## src/rtl/dcn_pkg.sv

```systemverilog
package dcn_pkg;
    localparam int ADDR_W  = 48;
    localparam int ILOG_W  = 2;
    localparam int GIB4_BIT = 32;

    typedef enum logic [2:0] {
        SRC_GANG,
        SRC_HIGH,
        SRC_ILV6,
        SRC_HASH,
        SRC_ILVN,
        SRC_HINV,
        SRC_ZERO
    } chan_src_e;
endpackage

```

## src/rtl/dcn_chan_sel.sv

```systemverilog
module dcn_chan_sel
    import dcn_pkg::*;
#(
    parameter int AW = ADDR_W,
    parameter int IW = ILOG_W,
    parameter int SBASE_SH = 27
) (
    input  logic [AW-1:0]          addr,
    input  logic [IW-1:0]          ilog,
    input  logic                   hi_rng_en,
    input  logic                   hi_chan,
    input  logic                   ilv_en,
    input  logic                   gang_en,
    input  logic [1:0]             ilv_mode,
    input  logic [AW-SBASE_SH-1:0] sel_base_fld,
    output logic                   hi_range,
    output logic                   chan,
    output chan_src_e              src
);
    localparam int HASH_LO = 16;
    localparam int HASH_HI = 20;

    logic [AW-1:0] sel_base;
    logic          hash_par;
    logic          nbit;

    assign sel_base = {sel_base_fld, {SBASE_SH{1'b0}}};
    assign hash_par = ^addr[HASH_HI:HASH_LO];
    assign nbit     = addr[12 + int'(ilog)];

    always_comb begin
        hi_range = hi_rng_en && !gang_en && (addr >= sel_base);
        if (gang_en)                             src = SRC_GANG;
        else if (hi_range)                       src = SRC_HIGH;
        else if (ilv_en && (ilv_mode == 2'd0))   src = SRC_ILV6;
        else if (ilv_en && ilv_mode[1])          src = SRC_HASH;
        else if (ilv_en)                         src = SRC_ILVN;
        else if (hi_rng_en)                      src = SRC_HINV;
        else                                     src = SRC_ZERO;
    end

    always_comb begin
        unique case (src)
            SRC_GANG: chan = addr[3];
            SRC_HIGH: chan = hi_chan;
            SRC_ILV6: chan = addr[6];
            SRC_HASH: chan = hash_par ^ (ilv_mode[0] ? addr[9] : addr[6]);
            SRC_ILVN: chan = nbit;
            SRC_HINV: chan = ~hi_chan;
            default:  chan = 1'b0;
        endcase
    end
endmodule

```

## src/rtl/dcn_offset.sv

```systemverilog
module dcn_offset
    import dcn_pkg::*;
#(
    parameter int AW = ADDR_W,
    parameter int G4 = GIB4_BIT,
    parameter int SBASE_SH = 27,
    parameter int SOFF_SH  = 26,
    parameter int HOLE_SH  = 23,
    parameter int RBASE_SH = 24
) (
    input  logic [AW-1:0]          addr,
    input  logic                   hi_range,
    input  logic [AW-SBASE_SH-1:0] sel_base_fld,
    input  logic [AW-SOFF_SH-1:0]  sel_off_fld,
    input  logic                   hole_valid,
    input  logic [G4-HOLE_SH-1:0]  hole_off_fld,
    input  logic [AW-RBASE_SH-1:0] range_base_fld,
    output logic [AW-1:0]          addr_raw
);
    logic [AW-1:0] sel_base, hole_off, sel_off, rng_base, offset;
    logic          above4g, base_low;

    assign sel_base = {sel_base_fld, {SBASE_SH{1'b0}}};
    assign hole_off = {{(AW-G4){1'b0}}, hole_off_fld, {HOLE_SH{1'b0}}};
    assign sel_off  = {sel_off_fld, {SOFF_SH{1'b0}}};
    assign rng_base = {range_base_fld, {RBASE_SH{1'b0}}};
    assign above4g  = |addr[AW-1:G4];
    assign base_low = ~|sel_base[AW-1:G4];

    always_comb begin
        if (hi_range)
            offset = (base_low && hole_valid && above4g) ? hole_off : sel_off;
        else
            offset = (hole_valid && above4g) ? hole_off : rng_base;
        addr_raw = addr - offset;
    end
endmodule

```

## src/rtl/dcn_strip.sv

```systemverilog
module dcn_strip
    import dcn_pkg::*;
#(
    parameter int AW = ADDR_W,
    parameter int IW = ILOG_W
) (
    input  logic [AW-1:0] addr_raw,
    input  logic [IW-1:0] ilog,
    input  chan_src_e     src,
    input  logic [1:0]    ilv_mode,
    output logic [AW-1:0] addr_out
);
    localparam int NCAND = 1 << IW;

    logic [AW-1:0] node_cand [NCAND];
    logic [AW-1:0] node_str;
    logic          chan_ilv;

    for (genvar k = 0; k < NCAND; k++) begin : g_node
        if (k == 0) begin : g_none
            assign node_cand[k] = addr_raw;
        end else begin : g_cut
            assign node_cand[k] = {{k{1'b0}}, addr_raw[AW-1:12+k], addr_raw[11:0]};
        end
    end

    assign node_str = node_cand[ilog];
    assign chan_ilv = (src == SRC_ILV6) || (src == SRC_HASH) || (src == SRC_ILVN);

    always_comb begin
        if (!chan_ilv)
            addr_out = node_str;
        else if (!ilv_mode[0])
            addr_out = {1'b0, node_str[AW-1:7], node_str[5:0]};
        else if (ilv_mode == 2'd1)
            addr_out = {1'b0, node_str[AW-1:13], node_str[11:0]};
        else
            addr_out = {1'b0, node_str[AW-1:10], node_str[8:0]};
    end
endmodule

```

## src/rtl/dram_chan_norm.sv

```systemverilog
module dram_chan_norm
    import dcn_pkg::*;
#(
    parameter int AW = ADDR_W,
    parameter int IW = ILOG_W,
    parameter int G4 = GIB4_BIT
) (
    input  logic          clk,
    input  logic          rst_n,
    input  logic          in_valid,
    input  logic [47:0]   sys_addr,
    input  logic [1:0]    node_ilog,
    input  logic [23:0]   range_base_fld,
    input  logic          hi_rng_en,
    input  logic          hi_chan,
    input  logic          ilv_en,
    input  logic          gang_en,
    input  logic [1:0]    ilv_mode,
    input  logic [20:0]   sel_base_fld,
    input  logic [21:0]   sel_off_fld,
    input  logic          hole_valid,
    input  logic [8:0]    hole_off_fld,
    output logic          out_valid,
    output logic          chan,
    output logic [47:0]   chan_addr,
    output logic          hi_range
);
    logic          hi_nx, chan_nx;
    chan_src_e     src;
    logic [AW-1:0] raw_addr, norm_addr;

    dcn_chan_sel #(.AW(AW), .IW(IW)) u_sel (
        .addr(sys_addr), .ilog(node_ilog), .hi_rng_en(hi_rng_en),
        .hi_chan(hi_chan), .ilv_en(ilv_en), .gang_en(gang_en),
        .ilv_mode(ilv_mode), .sel_base_fld(sel_base_fld),
        .hi_range(hi_nx), .chan(chan_nx), .src(src)
    );

    dcn_offset #(.AW(AW), .G4(G4)) u_off (
        .addr(sys_addr), .hi_range(hi_nx), .sel_base_fld(sel_base_fld),
        .sel_off_fld(sel_off_fld), .hole_valid(hole_valid),
        .hole_off_fld(hole_off_fld), .range_base_fld(range_base_fld),
        .addr_raw(raw_addr)
    );

    dcn_strip #(.AW(AW), .IW(IW)) u_strip (
        .addr_raw(raw_addr), .ilog(node_ilog), .src(src),
        .ilv_mode(ilv_mode), .addr_out(norm_addr)
    );

    always_ff @(posedge clk) begin
        if (!rst_n) begin
            out_valid <= 1'b0;
            chan      <= 1'b0;
            chan_addr <= '0;
            hi_range  <= 1'b0;
        end else begin
            out_valid <= in_valid;
            if (in_valid) begin
                chan      <= chan_nx;
                chan_addr <= norm_addr;
                hi_range  <= hi_nx;
            end
        end
    end

    AST_GANG_NEVER_HIGH: assert property (@(posedge clk) disable iff (!rst_n)
        in_valid && gang_en |=> !hi_range);
    AST_HIGH_TAKES_SEL: assert property (@(posedge clk) disable iff (!rst_n)
        in_valid && hi_rng_en && !gang_en && (sys_addr >= {sel_base_fld, 27'b0})
        |=> hi_range && (chan == $past(hi_chan)));
    AST_NO_MODE_CHAN0: assert property (@(posedge clk) disable iff (!rst_n)
        in_valid && !gang_en && !hi_rng_en && !ilv_en |=> !chan);
    AST_HOLD_IDLE: assert property (@(posedge clk) disable iff (!rst_n)
        !in_valid |=> !out_valid && $stable(chan_addr) && $stable(chan) && $stable(hi_range));
    AST_LOW_BITS_KEPT: assert property (@(posedge clk) disable iff (!rst_n)
        in_valid |=> chan_addr[5:0] == $past(sys_addr[5:0]));
endmodule

```

## config.mk

```make
export PLATFORM = sky130hd
export DESIGN_NAME = dram_chan_norm
export DESIGN_NICKNAME = d
export VERILOG_FILES = /design/src/rtl/dcn_pkg.sv /design/src/rtl/dcn_chan_sel.sv /design/src/rtl/dcn_offset.sv /design/src/rtl/dcn_strip.sv /design/src/rtl/dram_chan_norm.sv
export SDC_FILE = /design/constraint.sdc
export NUM_CORES = 1
export LEC_CHECK = 0
export ABC_CLOCK_PERIOD_IN_PS = 6810
export BUFFER_PORTS_ARGS = -buffer_cell sky130_fd_sc_hd__buf_4
export CORE_UTILIZATION = 40
export DETAILED_ROUTE_END_ITERATION = 10
export GPL_TIMING_DRIVEN = 1
export PLACE_DENSITY = 0.7
export RECOVER_POWER = 100
export SYNTH_ARGS = -nofsm -noshare
export SYNTH_HDL_FRONTEND = slang
export SYNTH_SLANG_ARGS = --single-unit
```

## constraint.sdc

```tcl
create_clock -name clk -period 6.81 [get_ports clk]
set_input_delay 1.0215 -clock clk [delete_from_list [all_inputs] [get_ports clk]]
set_output_delay 1.0215 -clock clk [all_outputs]
set_load 0.05 [all_outputs]
```

==> out/qor.yml <==
worst_setup_path:
  endpoint_kind: "flip-flop"
  crit_fanout: 9
  critPathKind: "in2reg"
  critical_path.startpoint_type: "input pin"
  required_ns: 6.95
  arrival_ns: 6.30
place:
  numPortBuffers: 186
  dp.cells: 1027
  gp_congestion: 0.859
  dpl_cell_area_sq_mm: 0.00686
  pre_cts_ws_ns: 0.425
  dpl.hpwl_um: 13800
global_routing:
  grt_max_degree: 75
  grt.overflow.total: 0
  antenna_found_initial: 0
  first_global_vias: 5409
  grt.total_usage_pct: 23.9
  grt_pass1_wl_um: 27400
yosys:
  synth_area_sq_mm: 0.00537
  yosysSeqAreaShare_pct: 19.0
  synthDistinctLibCells: 65
  syn-instance-count: 708
  synth-async-reset-ratio_pct: 0
  synth-edff-count: 0
  syn_avg_cell_area_sq_um: 7.59
  ys_warn_count: 0
  syn_nets: 892
  synth_ff_type: "dfxtp_1"
  synth_seq_cells: 51
finish:
  drive_gt1_share_pct: 19.2
  instances_no_fill: 1035
  final_nets: 1046
  area_growth_pct: 26.6
  final_area_sq_mm: 0.00680
  antennaDiodeCount: 0
sta:
  finalClockSkew_ns: 0
  finalSetupViolations: 0
  fin_crit_ns: 6.16
  fmax_mhz: 162
  report.final.hold_viol_count: 0
  layout_setup_ws_ns: 0.653
  worst_pin_slew_ns: 1.01
  rsz0062_at_grt: "no"
  drv_slew: 0
  relSlewSlack_pct: 32.8
  fin_tns_setup_ns: 0
  min_period_over_period_pct: 90.4
routing:
  dr.pass1.iters: 5
  detail_route.wl_per_cell_um: 16.4
  drt_iter0_markers: 408
  wl_met1_um: 8410
  wirelength_um: 17000
  via_per_inst: 5.66
  ant_nets: 0
  top_layer: "met4"
  vias: 5858
  drc_errors: 0
  route.met3.wl_um: 1000
  wl_met2_um: 7360
pwr:
  ir_worst_vdd_v: 0.0000984
  power_leakage_nw: 3.04
  powerDensity_mw_per_mm2: 189
job:
  cap_viol_max_count: 0
cts:
  cts_resized: 0
  htreeDepth: 2
  cts_made_buffers: 5
  cts_tree: "built"
  ctsRootBufferMaster: "clkbuf_16"
  cts_max_path_buffers: 2
  cts_hold_buffers: 0
  post_cts_buffers: 0
  clkTransAtPathRegs_ns: 0.07
  clock_latency_ns: 0.29
  cts_sinks: 51
die:
  core_sq_mm: 0.0129
  start_util_pct: 41.7
  fp.dieArea_sq_mm: 0.0139
  rows: 41
  die_height_um: 118
  die_width_um: 118
  io_pins: 187
outcome:
  status: "finished clean"
worst_hold_path:
  hold_class: "reg2reg"
area by class of cell:
| cell class | count | area [sq um] |
|---|---|---|
| inverter | 39 | 146 |
| clock buffer | 5 | 125 |
| timing repair buffer | 190 | 1220 |
| tap | 172 | 215 |
| fill | 1331 | 6070 |
| multi-input combinational | 575 | 4040 |
| clock inverter | 3 | 28.8 |
| sequential | 51 | 1020 |
sequential cells by signal, summed over array words and instances, names as in the netlist:
| signal | flops |
|---|---|
| chan_addr | 48 |
| chan | 1 |
| hi_range | 1 |
| out_valid | 1 |
report_power, final:
group          switching [mW]  internal (mW)  leakage (nW)
Sequential             0.0163          0.327         0.423
Combinational           0.420          0.258          2.54
Clock                   0.122          0.140        0.0759
cells in the final DEF (no fill, tap or decap), types with 31 or more instances in the layout:
cell type  instances
buf_4            136
nor2_1            70
nand2_1           67
clkbuf_1          54
dfxtp_1           51
a21oi_1           49
ha_1              47
o21ai_0           40
inv_1             38
mux2i_1           31
cells in the mapped netlist (all sizes together) (8+ instances only):
cell / n / area share (%)
nor3: 10 / 0.93
nand2: 67 / 4.7
a21o: 15 / 2.1
a211oi: 17 / 2.4
nand3: 14 / 1.3
a311oi: 10 / 1.6
a22oi: 19 / 2.7
o21ai: 41 / 3.8
o211ai: 13 / 1.9
and2: 8 / 0.93
nand4: 12 / 1.4
inv: 39 / 2.7
ha: 47 / 11
nor4: 15 / 1.7
a22o: 8 / 1.3
mux4: 9 / 3.8
dfxtp: 51 / 19
a21oi: 49 / 4.6
xnor2: 16 / 2.7
nor2: 70 / 4.9
xor2: 9 / 1.5
clkbuf: 40 / 2.8
o22ai: 8 / 1.0
mux2i: 31 / 5.8
cells by family after synthesis:
logic type | after synthesis | share of synthesized area (%)
buffers and inverters | 82 | 5.73
DFF | 51 | 19.0
muxes | 44 | 10.4
and+or+nand+nor | 235 | 20.9
adders and majority gates | 48 | 11.3
xor gates and xnor gates | 25 | 4.21
AOI/OAI and AO/OA | 223 | 28.5
through the flow:
step	util (%)	power (mW)	hold slack [ns]
final	52.8	1.28	0.482
after global routing	52.8	1.37	0.503
after CTS	54.5	1.31	0.486
after detailed placement	53.3	1.05	0.468
after global placement	53.3	1.04	0.463
after floorplan	-	0.830	0.690
metal layers:
metal  global-route usage [%]  up-vias
met3                     3.00       13
met4                     5.05        0
met1                     34.6     2664
met2                     37.4      234
met5                        0        -
li1                         -     2947
critical path, stage by stage:
cell	delay (ns)
clkbuf_1	0.11
ha_1	0.33
a2111oi_0	0.44
o21ai_0	0.18
o21ai_1	0.30
and3_1	0.36
inv_1	0.11
a21oi_1	0.52
a22o_1	0.28
inv_1	0.06
ha_1	0.26
nor2b_1	0.13
o211ai_1	0.20
a32oi_1	0.21
a41oi_1	0.62
o221ai_1	0.24
xor2_1	0.23
mux2i_1	0.28
nor2_1	0.07
o32ai_1	0.28
nor3_1	0.07
final timing paths:
check / startpoint / end / slack (ns) / cells after the start
setup / recovery: sys_addr[45] / chan_addr[39]$_SDFFE_PN0P_ / 0.65 / 21
setup reg to reg: chan_addr[19]$_SDFFE_PN0P_ / chan_addr[19]$_SDFFE_PN0P_ / 6.05 / 2
hold reg to reg: chan_addr[47]$_SDFFE_PN0P_ / chan_addr[47]$_SDFFE_PN0P_ / 0.48 / 2
hold / removal: chan_addr[47]$_SDFFE_PN0P_ / chan_addr[47]$_SDFFE_PN0P_ / 0.48 / 2
No activity file was read; power rests on OpenSTA's default activity.
